### config.mk
export PLATFORM = sky130hd
export DESIGN_NAME = irq_steer
export DESIGN_NICKNAME = d
export VERILOG_FILES = /design/src/rtl/irq_steer.sv
export SDC_FILE = /design/constraint.sdc
export NUM_CORES = 1
export LEC_CHECK = 0
export ABC_AREA = 1
export BUFFER_PORTS_ARGS = -buffer_cell sky130_fd_sc_hd__buf_2
export CAP_MARGIN = 15
export CORE_MARGIN = 4
export CORE_UTILIZATION = 50
export CTS_CLUSTER_SIZE = 30
export DETAILED_ROUTE_END_ITERATION = 8
export PLACE_DENSITY = 0.73
export SETUP_SLACK_MARGIN = 0.5
export SKIP_CTS_REPAIR_TIMING = 1
export SYNTH_ARGS = -nofsm -noshare
export SYNTH_HDL_FRONTEND = slang
export SYNTH_SLANG_ARGS = --single-unit
### constraint.sdc
create_clock -name clk -period 3.86 [get_ports clk]
set_clock_uncertainty 0.15 [all_clocks]
set_input_delay 0.579 -clock clk [delete_from_list [all_inputs] [get_ports clk]]
set_output_delay 0.579 -clock clk [all_outputs]
set_load 0.05 [all_outputs]
### src/rtl/irq_steer.sv
module irq_steer #(
  parameter int NCPU = 4,
  parameter int AW   = 6
) (
  input  logic              clk,
  input  logic              rst_n,
  input  logic              bus_we,
  input  logic [AW-1:0]     bus_addr,
  input  logic [31:0]       bus_wdata,
  output logic [31:0]       bus_rdata,
  input  logic [31:0]       dev_irq,
  output logic [NCPU*4-1:0] cpu_level
);
  localparam int TW = (NCPU > 1) ? $clog2(NCPU) : 1;
  localparam int GB = NCPU * 4;
  localparam logic [31:0] DEV_IMPL = 32'h707F_FF80;
  localparam logic [31:0] MSK_IMPL = DEV_IMPL | 32'h8000_0000;
  localparam logic [AW-1:0] A_GPEND = AW'(GB);
  localparam logic [AW-1:0] A_MASK  = AW'(GB + 1);
  localparam logic [AW-1:0] A_MCLR  = AW'(GB + 2);
  localparam logic [AW-1:0] A_MSET  = AW'(GB + 3);
  localparam logic [AW-1:0] A_TGT   = AW'(GB + 4);

  logic [31:0]            mask_q;
  logic [TW-1:0]          tgt_q;
  logic [NCPU-1:0][15:0]  soft_q;
  logic [NCPU-1:0][3:0]   lvl_q, lvl_nxt;
  logic [31:0]            dev_pend, dev_eff;
  logic [3:0]             dev_max;

  function automatic logic [3:0] dev_lvl(input int b);
    case (b)
      7:  return 4'd2;
      8:  return 4'd3;
      9:  return 4'd5;
      10: return 4'd7;
      11: return 4'd9;
      12: return 4'd11;
      13: return 4'd13;
      14, 15: return 4'd12;
      16: return 4'd6;
      17: return 4'd13;
      18: return 4'd4;
      19: return 4'd10;
      20: return 4'd8;
      22: return 4'd11;
      30: return 4'd9;
      default: return 4'd0;
    endcase
  endfunction

  assign dev_pend  = dev_irq & DEV_IMPL;
  assign dev_eff   = dev_pend & ~mask_q & {32{~mask_q[31]}};
  assign cpu_level = lvl_q;

  always_comb begin
    dev_max = '0;
    for (int b = 0; b < 32; b++)
      if (dev_eff[b] && dev_lvl(b) > dev_max) dev_max = dev_lvl(b);
  end

  always_comb begin
    for (int c = 0; c < NCPU; c++) begin
      logic [3:0] sm;
      sm = '0;
      for (int x = 1; x < 16; x++)
        if (soft_q[c][x]) sm = 4'(x);
      lvl_nxt[c] = (tgt_q == TW'(c) && dev_max > sm) ? dev_max : sm;
    end
  end

  always_comb begin
    bus_rdata = '0;
    for (int c = 0; c < NCPU; c++)
      if (bus_addr == AW'(4 * c)) bus_rdata = {soft_q[c], 16'h0};
    case (bus_addr)
      A_GPEND: bus_rdata = dev_pend;
      A_MASK:  bus_rdata = mask_q;
      A_TGT:   bus_rdata = 32'(tgt_q);
      default: ;
    endcase
  end

  always_ff @(posedge clk) begin
    if (!rst_n) begin
      mask_q <= MSK_IMPL;
      tgt_q  <= '0;
      soft_q <= '0;
      lvl_q  <= '0;
    end else begin
      lvl_q <= lvl_nxt;
      if (bus_we) begin
        for (int c = 0; c < NCPU; c++) begin
          if (bus_addr == AW'(4 * c + 1)) soft_q[c] <= soft_q[c] & ~bus_wdata[31:16];
          if (bus_addr == AW'(4 * c + 2)) soft_q[c] <= soft_q[c] | bus_wdata[31:16];
        end
        case (bus_addr)
          A_MCLR:  mask_q <= mask_q & ~(bus_wdata & MSK_IMPL);
          A_MSET:  mask_q <= mask_q | (bus_wdata & MSK_IMPL);
          A_TGT:   tgt_q  <= bus_wdata[TW-1:0];
          default: ;
        endcase
      end
    end
  end
endmodule


# Word level (Yosys, flattened, before mapping)
# Index checks and enable logic that the tools add are counted.
# op_classes
magnitude_cmp	28
eq_ne	19
n_mux	103
bitwise_logic	16
reduce_logical	41
# ops
operator	n
4-bit 2-to-1 mux	83
16-bit 2-to-1 mux	8
32-bit 2-to-1 mux	4
32-bit case mux with 3 select lines	1
16-bit bitwise AND	4
32-bit bitwise AND	2
32-bit inverter	2
16-bit bitwise OR	4
32-bit case mux with 2 select lines	1
4-bit > comparator (first input constant)	10
6-bit by 4-bit equality test with 1-bit output (second input constant)	6
1-bit by 4-bit > comparator with 1-bit output (first input constant)	9
31-bit by 32-bit bitwise AND with 32-bit output	1
32-bit bitwise OR	1
6-bit by 5-bit equality test with 1-bit output (second input constant)	5
1-bit logical AND	28
6-bit by 3-bit equality test with 1-bit output (second input constant)	3
3-bit by 4-bit > comparator with 1-bit output (first input constant)	4
4-bit > comparator	4
16-bit inverter	1
2-bit AND reduction	6
2-bit nonzero test	5
6-bit by 1-bit equality test with 1-bit output (second input constant)	1
6-bit by 2-bit equality test with 1-bit output (second input constant)	1
other kinds (8)	13
# word_totals
regBits	114
in_bits	73
out_inout_bits	48
word_cells	217

# Depth between registers and ports, before layout
# Gate-level depths: netlist of the first run.
# logic_depth
ltp_word	79
ltp_mapped	30
depth_no_buf	28

# Least setup slack after synthesis of the first run
# No wires, ideal clock.
# synth_timing
path_kind	input-to-reg
start	in dev_irq[15]
end	reg lvl_q, in the netlist cpu_level[12]
setup_time_ps	56
arrival_ps	3173
required_ps	3654
slack_ps	482
cell_stages	25
n_path_buf	0
cell_sequence	inv_1 -> nor3_2 -> nor2_4 -> nand2_2 -> nor2_2 -> nand2_2 -> nor2_2 -> inv_1 -> nand3_1 -> nand2_1 -> nand2_2 -> nand3_2 -> nand2_2 -> nand2_4 -> nand2_4 -> inv_1 -> ha_1 -> inv_1 -> o21bai_1 -> a221oi_1 -> a311oi_1 -> o21ai_0 -> inv_1 -> nand2_1 -> inv_1
# synth_between
elab_chain_cells	55
# synth_lines
item	line_no	text
start: declaration	11	input logic [31:0] dev_irq,
31-bit by 32-bit bitwise AND with 32-bit output (*)	53	assign dev_eff = dev_pend & ~mask_q & {32{~mask_q[31]}};
32-bit bitwise AND (*)	53	
1-bit logical AND (*)	59	if (dev_eff[b] && dev_lvl(b) > dev_max) dev_max = dev_lvl(b);
4-bit 2-to-1 mux (*)	59	
3-bit by 4-bit > comparator with 1-bit output	59	
1-bit logical AND	59	
4-bit 2-to-1 mux (*)	59	
4-bit > comparator	59	
(+39 left out)	-	
1-bit logical AND	59	
4-bit 2-to-1 mux (*)	59	
1-bit by 4-bit > comparator with 1-bit output	59	
1-bit logical AND	59	
4-bit 2-to-1 mux (*)	59	
4-bit > comparator	68	lvl_nxt[c] = (tgt_q == TW'(c) && dev_max > sm) ? dev_max : sm;
1-bit logical AND	68	
4-bit 2-to-1 mux (*)	68	
end signal: assignment	91	lvl_q <= lvl_nxt;
end: declaration	27	logic [NCPU-1:0][3:0] lvl_q, lvl_nxt;
# Every way passes the cells marked *; elsewhere a longest branch is shown, timed or not.
# A chain may end at the register's enable or synchronous reset.

==> results.toml, run 1 <==
[cells_and_area]
fin_cells = 1143
syn_to_final_growth_pct = 19.8
fill_cells = 1105
antennaDiodeCount = 0
post_route_cells_drive_above_1_share_pct = 20.3
layout.nets = 1080

[critical_path]
crit_fanout = 8
arrival_ns = 3.55
critPathCaptureType = "flip-flop"
criticalPathCategory = "flip-flop to flip-flop"
reg2regPathDepth = 26
cp.required_ns = 4.01
startpoint_type = "flip-flop"

[clock_network]
cts_sinks = 102
cts_buffers = 9
clkTransAtPathRegs_ns = 0.07
clk_latency_ns = 0.35
clockBufferDepth = 2
ctsHtreeMaxLevel = 3
cts_tree = "done"
cts_root_buf = "clkbuf_16"

[sta]
hold_viol = 0
finalMaxSlewViolations = 0
min_period_ns = 3.40
fmax_mhz = 294
max_slew_margin_pct = 29.3
setup_viol = 0
period_share_pct = 88.1
rsz0062_at_grt = "yes"
worst_pin_slew_ns = 1.06
fin_setup_tns_ns = 0

[grt]
grtUsageTotal_pct = 25.0
grt_pass1_wl_um = 29000
antenna_found_initial = 0
grt_pass1_vias = 5775
grt_max_degree = 80
grt_remaining_overflow = 0

[route]
drt_iter0_markers = 481
firstDrtPassIters = 6
routedWlPerCell_um = 15.9
ant_nets = 0
via_per_inst = 5.66
routed_wl_um = 18200
via_count = 6466
drc = 0

[synth]
yosys.cell_types.count = 43
ys.flop_type = "dfxtp_1"
ys_ff_latch = 102
synth_edf_count = 0
ys_async_sr_fraction_pct = 0
synth_area_per_cell_um2 = 6.89
syn_inst = 893
synth_warnings = 0
synth_area_mm2 = 0.00615
synth_seq_area_share_pct = 33.2

[floorplanning]
ios = 121
fp.dieW_um = 119
core_area_mm2 = 0.0120
dieArea_mm2 = 0.0141
row_count = 40
die_y_um = 119
initial_core_util_pct = 51.2

[hold_path]
hp-class = "flip-flop to flip-flop"
hold_path_depth = 2

[flow_run]
max_cap_viol_count = 0

[placement]
post-dp-hpwl_um = 12800
placed_cells = 1109
io_buffer_count = 97
place_congestion = 0.864

[power]
p_total_mw = 2.33
powerDensity_mw_per_mm2 = 316
max-vdd-ir-drop_v = 0.000275
power_leakage_nw = 3.57

[outcome]
run_status = "completed"
-- cell families after synthesis --
kind of cell,share of synthesized area [%]
simple gates,21.9
other cells,0.0610
buf+inv,13.4
flops,33.2
fa+ha+maj,3.26
compound gates,28.1
-- through the flow --
step	utilization (%)	hold WS, ns	instance area [um2]	setup slack, ns
global placement	56.2	0.302	6750	0.254
CTS	58.7	0.326	7050	0.343
finish	61.3	0.322	7370	0.459
global route	61.3	0.347	7370	0.235
floorplan	-	0.293	6170	0.652
detailed placement	56.2	0.309	6750	0.189
-- per-layer routing --
| metal | vias up | part of all wire, % | track usage (%) |
|---|---|---|---|
| li1 | 3237 | - | - |
| met5 | - | 0 | 0 |
| met2 | 251 | 46 | 40.2 |
| met4 | 0 | 2.5 | 7.68 |
| met1 | 2944 | 45 | 34.8 |
| met3 | 34 | 6.0 | 3.61 |
-- cell usage in the layout (no fill, tap or decap), types with 5 or more instances in the layout --
cell	n
inv_1	150
o21ai_0	113
dfxtp_1	100
buf_2	97
nand2_1	96
nor2_1	82
a21oi_1	67
o311a_1	40
nand3_1	34
nor3_1	29
buf_4	28
o22ai_1	14
o221ai_1	10
ha_1	10
clkbuf_16	9
nor4_1	8
nand2_2	8
nand3_2	7
inv_2	7
a221oi_1	7
nand4_1	6
o21ai_1	6
ha_4	6
conb_1	5
-- layout make-up --
class | instances | area [um2] | area share (%)
Clock buffer | 9 | 225 | 3.06
Timing Repair Buffer | 130 | 761 | 10.3
Clock inverter | 7 | 80.1 | 1.09
Tap cell | 147 | 184 | 2.50
Inverter | 160 | 623 | 8.46
Multi-Input combinational cell | 588 | 3450 | 46.8
Sequential cell | 102 | 2050 | 27.8
-- final timing paths --
path | to | slack, ns
setup / recovery | cpu_level[15]$_SDFF_PN0_ | 0.46
hold / removal | flip-flop | 0.32
setup reg to reg | cpu_level[15]$_SDFF_PN0_ | 0.46
hold reg to reg | flip-flop | 0.32
-- synthesized netlist by cell type (2+ instances only) --
cell type,instances,share of area [%]
a22oi_1,2,0.24
nor4_1,9,0.92
nand4_1,6,0.61
o21bai_1,4,0.49
a211oi_1,2,0.24
nand2_2,7,0.71
o311a_1,40,6.5
nor2_2,3,0.31
clkbuf_1,36,2.2
a21oi_1,67,5.5
nand3_1,36,2.9
inv_1,158,9.6
buf_1,3,0.18
dfxtp_1,102,33
a221oi_1,8,1.1
o211ai_1,3,0.37
nor3_1,31,2.5
and3_1,3,0.31
nand2_4,3,0.55
o221ai_1,10,1.4
ha_1,16,3.3
buf_4,5,0.61
nand3_2,6,0.98
nand2_1,98,6.0
o22ai_1,14,1.4
a21oi_2,2,0.28
o21ai_0,119,9.7
nor2_1,84,5.1
nor3_2,2,0.33
-- where the power goes --
group | switching [mW] | internal, mW | leakage [nW]
sequential | 0.00782 | 1.07 | 0.824
clock | 0.431 | 0.512 | 0.148
combinational | 0.224 | 0.0840 | 2.59
total | 0.662 | 1.67 | 3.57
-- critical path, cell delays in order, from the launching register on --
cell,delay (ns)
dfxtp_4,0.40
clkinv_8,0.07
buf_12,0.14
nand3_4,0.07
nand2_2,0.07
inv_2,0.09
nand2_1,0.06
nor2_1,0.12
nand2_1,0.08
nor2_1,0.18
inv_1,0.09
nand2_2,0.08
nand3_2,0.06
nand2_2,0.09
nand2_4,0.08
nand2_4,0.13
inv_6,0.06
ha_4,0.27
inv_2,0.03
o21bai_1,0.18
a221oi_2,0.09
a311oi_2,0.24
buf_4,0.20
nand2_2,0.05
o21ai_1,0.10
nand2_1,0.08
inv_1,0.08
No activity file was read; power rests on OpenSTA's default activity.
==> run 2: changes to the inputs <==
Settings changed: GPL_ROUTABILITY_DRIVEN set to 1, REMOVE_ABC_BUFFERS set to 1.
==> results.toml, run 2 (synthesis results as in run 1) <==
[route]
via_count = 6419
routedWlPerCell_um = 15.7
drc = 0
drt_iter0_markers = 614
ant_nets = 0
routed_wl_um = 17900
via_per_inst = 5.62
firstDrtPassIters = 5

[floorplanning]
ios = 121
dieArea_mm2 = 0.0141
core_area_mm2 = 0.0120
fp.dieW_um = 119
row_count = 40
die_y_um = 119
initial_core_util_pct = 51.2

[grt]
grt_max_degree = 80
met2_usage_pct = 39.4
grtUsageMet1_pct = 34.2
use_met3_pct = 3.94
grt_pass1_wl_um = 28200
grt_busiest_layer = "met2"
grt_remaining_overflow = 0
grt_pass1_vias = 5536
grtUsageTotal_pct = 24.7
antenna_found_initial = 0

[flow_run]
max_cap_viol_count = 0

[sta]
setup_viol = 0
period_share_pct = 87.0
max_slew_margin_pct = 30.5
fin_setup_tns_ns = 0
finalMaxSlewViolations = 0
min_period_ns = 3.36
hold_viol = 0
hold_ws_ns = 0.323
worst_pin_slew_ns = 1.04
rsz0062_at_grt = "yes"
fmax_mhz = 298

[outcome]
run_status = "completed"

[cells_and_area]
fin_cells = 1142
layout.nets = 1081
utilization_pct = 60.6
antennaDiodeCount = 0
post_route_cells_drive_above_1_share_pct = 19.7
final_cell_mix = "150 x inv_1, 114 x o21ai_0, 100 x dfxtp_1"
syn_to_final_growth_pct = 18.4
design_area_mm2 = 0.00728
mostFrequentLayoutCell = "inv_1"

[critical_path]
startpoint_type = "flip-flop"
worst-path-stages = 25
cp.required_ns = 4.02
cp_common_cell = "nand2_2"
criticalPathCategory = "flip-flop to flip-flop"
arrival_ns = 3.52
crit_fanout = 8
cp-endpoint = "cpu_level[15]$_SDFF_PN0_"
reg2reg_to = "cpu_level[15]$_SDFF_PN0_"
crit_buf_inv = 5
reg2regPathDepth = 25
slowest_delay_ns = 0.39
critPathCaptureType = "flip-flop"
cp_top_family = "simple AND/OR/NAND/NOR gates"
cp_slowest_cell = "dfxtp_4"
rrSetupSlack_ns = 0.50

[placement]
placed_cells = 1109
post-dp-hpwl_um = 12600
place_area_mm2 = 0.00674
place_congestion = 0.926
io_buffer_count = 97

[power]
powerDensity_mw_per_mm2 = 317
max-vdd-ir-drop_v = 0.000208
power_leakage_nw = 3.56

[clock_network]
cts_buffers = 9
clk_latency_ns = 0.36
clkTransAtPathRegs_ns = 0.07
ctsHtreeMaxLevel = 3
cts_root_buf = "clkbuf_16"
cts_sinks = 102
clockBufferDepth = 2
cts_tree = "done"

[hold_path]
hp-class = "flip-flop to flip-flop"
hold_path_depth = 2
run 2: changes by cell type in the layout (fill, tap and decap cells not counted), moves of 3 or more:
cell     delta
o21ai_1     -5
inv_6       -3
buf_6       -3
o21ai_2     +4
buf_4       +4
ha_1        +5
ha_4        -5
run 2: final cells by class:
| type | count | area, um2 |
|---|---|---|
| Fill cell | 1120 | 4730 |
| Multi-Input combinational cell | 588 | 3380 |
| Sequential cell | 102 | 2050 |
| Timing Repair Buffer | 131 | 757 |
| Inverter | 160 | 621 |
| Clock buffer | 13 | 260 |
| Tap cell | 147 | 184 |
| Clock inverter | 1 | 30.0 |
run 2: through the flow:
| step | worst slack [ns] | total power, mW |
|---|---|---|
| after global routing | 0.231 | 2.40 |
| after CTS | 0.430 | 2.31 |
| after global placement | 0.293 | 1.39 |
| after detailed placement | 0.265 | 1.39 |
| final | 0.502 | 2.31 |
| after floorplan | 0.330 | 1.29 |
run 2: how the worst min path moves through the flow:
stage | start | end | slack (ns)
floorplan | flip-flop | flip-flop | 0.29
global placement | flip-flop | flip-flop | 0.30
detailed placement | flip-flop | flip-flop | 0.31
CTS | flip-flop | flip-flop | 0.33
global route | flip-flop | flip-flop | 0.35
finish | flip-flop | flip-flop | 0.32
run 2: per-layer routing:
layer  vias to the layer above  part of all wire, %
met1                      2918                   46
met4                         0                  2.0
met5                         -                    0
li1                       3243                    -
met3                        27                  7.5
met2                       231                   45
run 2: power by group:
group	internal (mW)	leakage (nW)	switching, mW
clock	0.532	0.142	0.394
sequential	1.07	0.824	0.00756
combinational	0.0847	2.59	0.223
run 2: worst reg2reg max path, delay by kind of cell (launching register included):
kind	cells	cell delay (ns)
adder cells (fa/ha/maj)	1	0.27
AO/OA/AOI/OAI	6	0.85
AND/OR/NAND/NOR	13	1.21
buffers and inverters	5	0.45
flip-flops	1	0.39
==> run 3: changes to the inputs <==
Clock period 3.86 ns to 3.64 ns, I/O delays scaled along.
==> results.toml, run 3 (synthesis results as in run 1) <==
[floorplanning]
initial_core_util_pct = 51.2
die_y_um = 119
ios = 121
core_area_mm2 = 0.0120
row_count = 40
dieArea_mm2 = 0.0141
fp.dieW_um = 119

[power]
p_int_mw = 1.69
max-vdd-ir-drop_v = 0.000223
seqPwrFrac_pct = 48.3
p_clk_share_pct = 37.8
powerDensity_mw_per_mm2 = 324
switching_share_pct = 28.6
p_comb_share_pct = 13.9
switchingPower_mw = 0.676
power_leakage_nw = 3.53

[cells_and_area]
multi_input_area_mm2 = 0.00347
final_cell_mix = "149 x inv_1, 104 x o21ai_0, 101 x dfxtp_1"
layout.nets = 1076
mostFrequentLayoutCell = "inv_1"
seq_area_mm2 = 0.00205
syn_to_final_growth_pct = 18.6
fill_cells = 1108
post_route_cells_drive_above_1_share_pct = 20.3

[clock_network]
cts_buffers = 9
clockBufferDepth = 2
ctsHtreeMaxLevel = 3
cts_root_buf = "clkbuf_16"
cts_sinks = 102
cts_tree = "done"
clk_latency_ns = 0.36
clkTransAtPathRegs_ns = 0.07

[critical_path]
worst-path-stages = 27
cp.required_ns = 3.79
slowest_delay_ns = 0.41
critPathCaptureType = "flip-flop"
cp_common_cell = "nand2_2"
startpoint_type = "flip-flop"
criticalPathCategory = "flip-flop to flip-flop"
reg2regPathDepth = 27
arrival_ns = 3.48
cp_slowest_cell = "dfxtp_4"
crit_fanout = 8
cp_top_family = "simple AND/OR/NAND/NOR gates"
crit_buf_inv = 6

[grt]
grt_remaining_overflow = 0
grt_pass1_vias = 5583
grt_max_degree = 65
grtUsageTotal_pct = 24.6
antenna_found_initial = 1
grt_pass1_wl_um = 28100

[sta]
min_period_ns = 3.33
worst_pin_slew_ns = 1.01
setup_viol = 0
rsz0062_at_grt = "yes"
hold_ws_ns = 0.308
max_slew_margin_pct = 32.9
fin_setup_tns_ns = 0
fmax_mhz = 300
finalMaxSlewViolations = 0
hold_viol = 0
period_share_pct = 91.6

[route]
drc = 0
wl_met1_um = 8080
wl_met2_um = 7940
via_per_inst = 5.61
routedWlPerCell_um = 15.7
firstDrtPassIters = 5
routed-wl-met3_um = 1460
ant_nets = 0
routed_wl_um = 17900
drt_iter0_markers = 581
top_layer_used = "met4"
via_count = 6393

[placement]
post-dp-hpwl_um = 12600
place_congestion = 0.887
io_buffer_count = 97

[outcome]
run_status = "completed"

[hold_path]
hold_path_depth = 3
hp-class = "primary input to flip-flop"

[flow_run]
max_cap_viol_count = 0
-- run 3: cell count changes in the layout (fill, tap and decap cells not counted), sizes merged --
cell	change
inv	+1
bufinv	-1
buf	-7
diode	+1
clkinv	+4
-- run 3: worst paths after layout --
check	start	slack [ns]	endpoint
max	flip-flop	0.31	cpu_level[15]$_SDFF_PN0_
min	bus_wdata[13]	0.31	flip-flop
max reg2reg	flip-flop	0.31	cpu_level[15]$_SDFF_PN0_
min reg2reg	flip-flop	0.32	flip-flop
-- run 3: layout make-up --
type	instances	share of cell area, %
clock buffer	12	3.24
timing repair buffer	125	9.62
multi-input combinational	588	47.5
timing repair inverter	1	0.120
clock inverter	4	0.326
tap	147	2.52
sequential	102	28.0
antenna	1	0.0343
inverter	160	8.54
-- run 3: power groups by stage --
stage | Combinational [mW] | Clock (mW) | Sequential [mW]
after detailed placement | 0.308 | 0 | 1.17
after global placement | 0.306 | 0 | 1.17
final | 0.328 | 0.893 | 1.14
after CTS | 0.309 | 0.897 | 1.14
after floorplan | 0.156 | 0 | 1.21
after global routing | 0.360 | 0.945 | 1.14
-- run 3: stage by stage --
| step | area, um2 | power [mW] | worst slack (ns) | util (%) | instances |
|---|---|---|---|---|---|
| after floorplan | 5940 | 1.36 | 0.176 | - | 850 |
| after global placement | 6760 | 1.47 | 0.111 | 56.3 | 1112 |
| after detailed placement | 6760 | 1.48 | 0.0773 | 56.3 | 1112 |
| after CTS | 7020 | 2.35 | 0.0628 | 58.5 | 1128 |
| after global routing | 7290 | 2.45 | 0.0917 | 60.7 | 1140 |
| final | 7290 | 2.36 | 0.305 | 60.7 | 1140 |
-- run 3: worst register-to-register path, delay by kind of cell, from the launching register on --
kind | cells | cell delay, ns
DFF | 1 | 0.41
adders and majority gates | 1 | 0.26
AOI/OAI and AO/OA | 4 | 0.57
and+or+nand+nor | 16 | 1.41
buffers and inverters | 6 | 0.47
-- run 3: per-layer routing --
| layer | track usage [%] | up-vias |
|---|---|---|
| li1 | - | 3235 |
| met1 | 33.4 | 2874 |
| met2 | 38.0 | 256 |
| met3 | 5.65 | 28 |
| met4 | 9.05 | 0 |
| met5 | 0 | - |
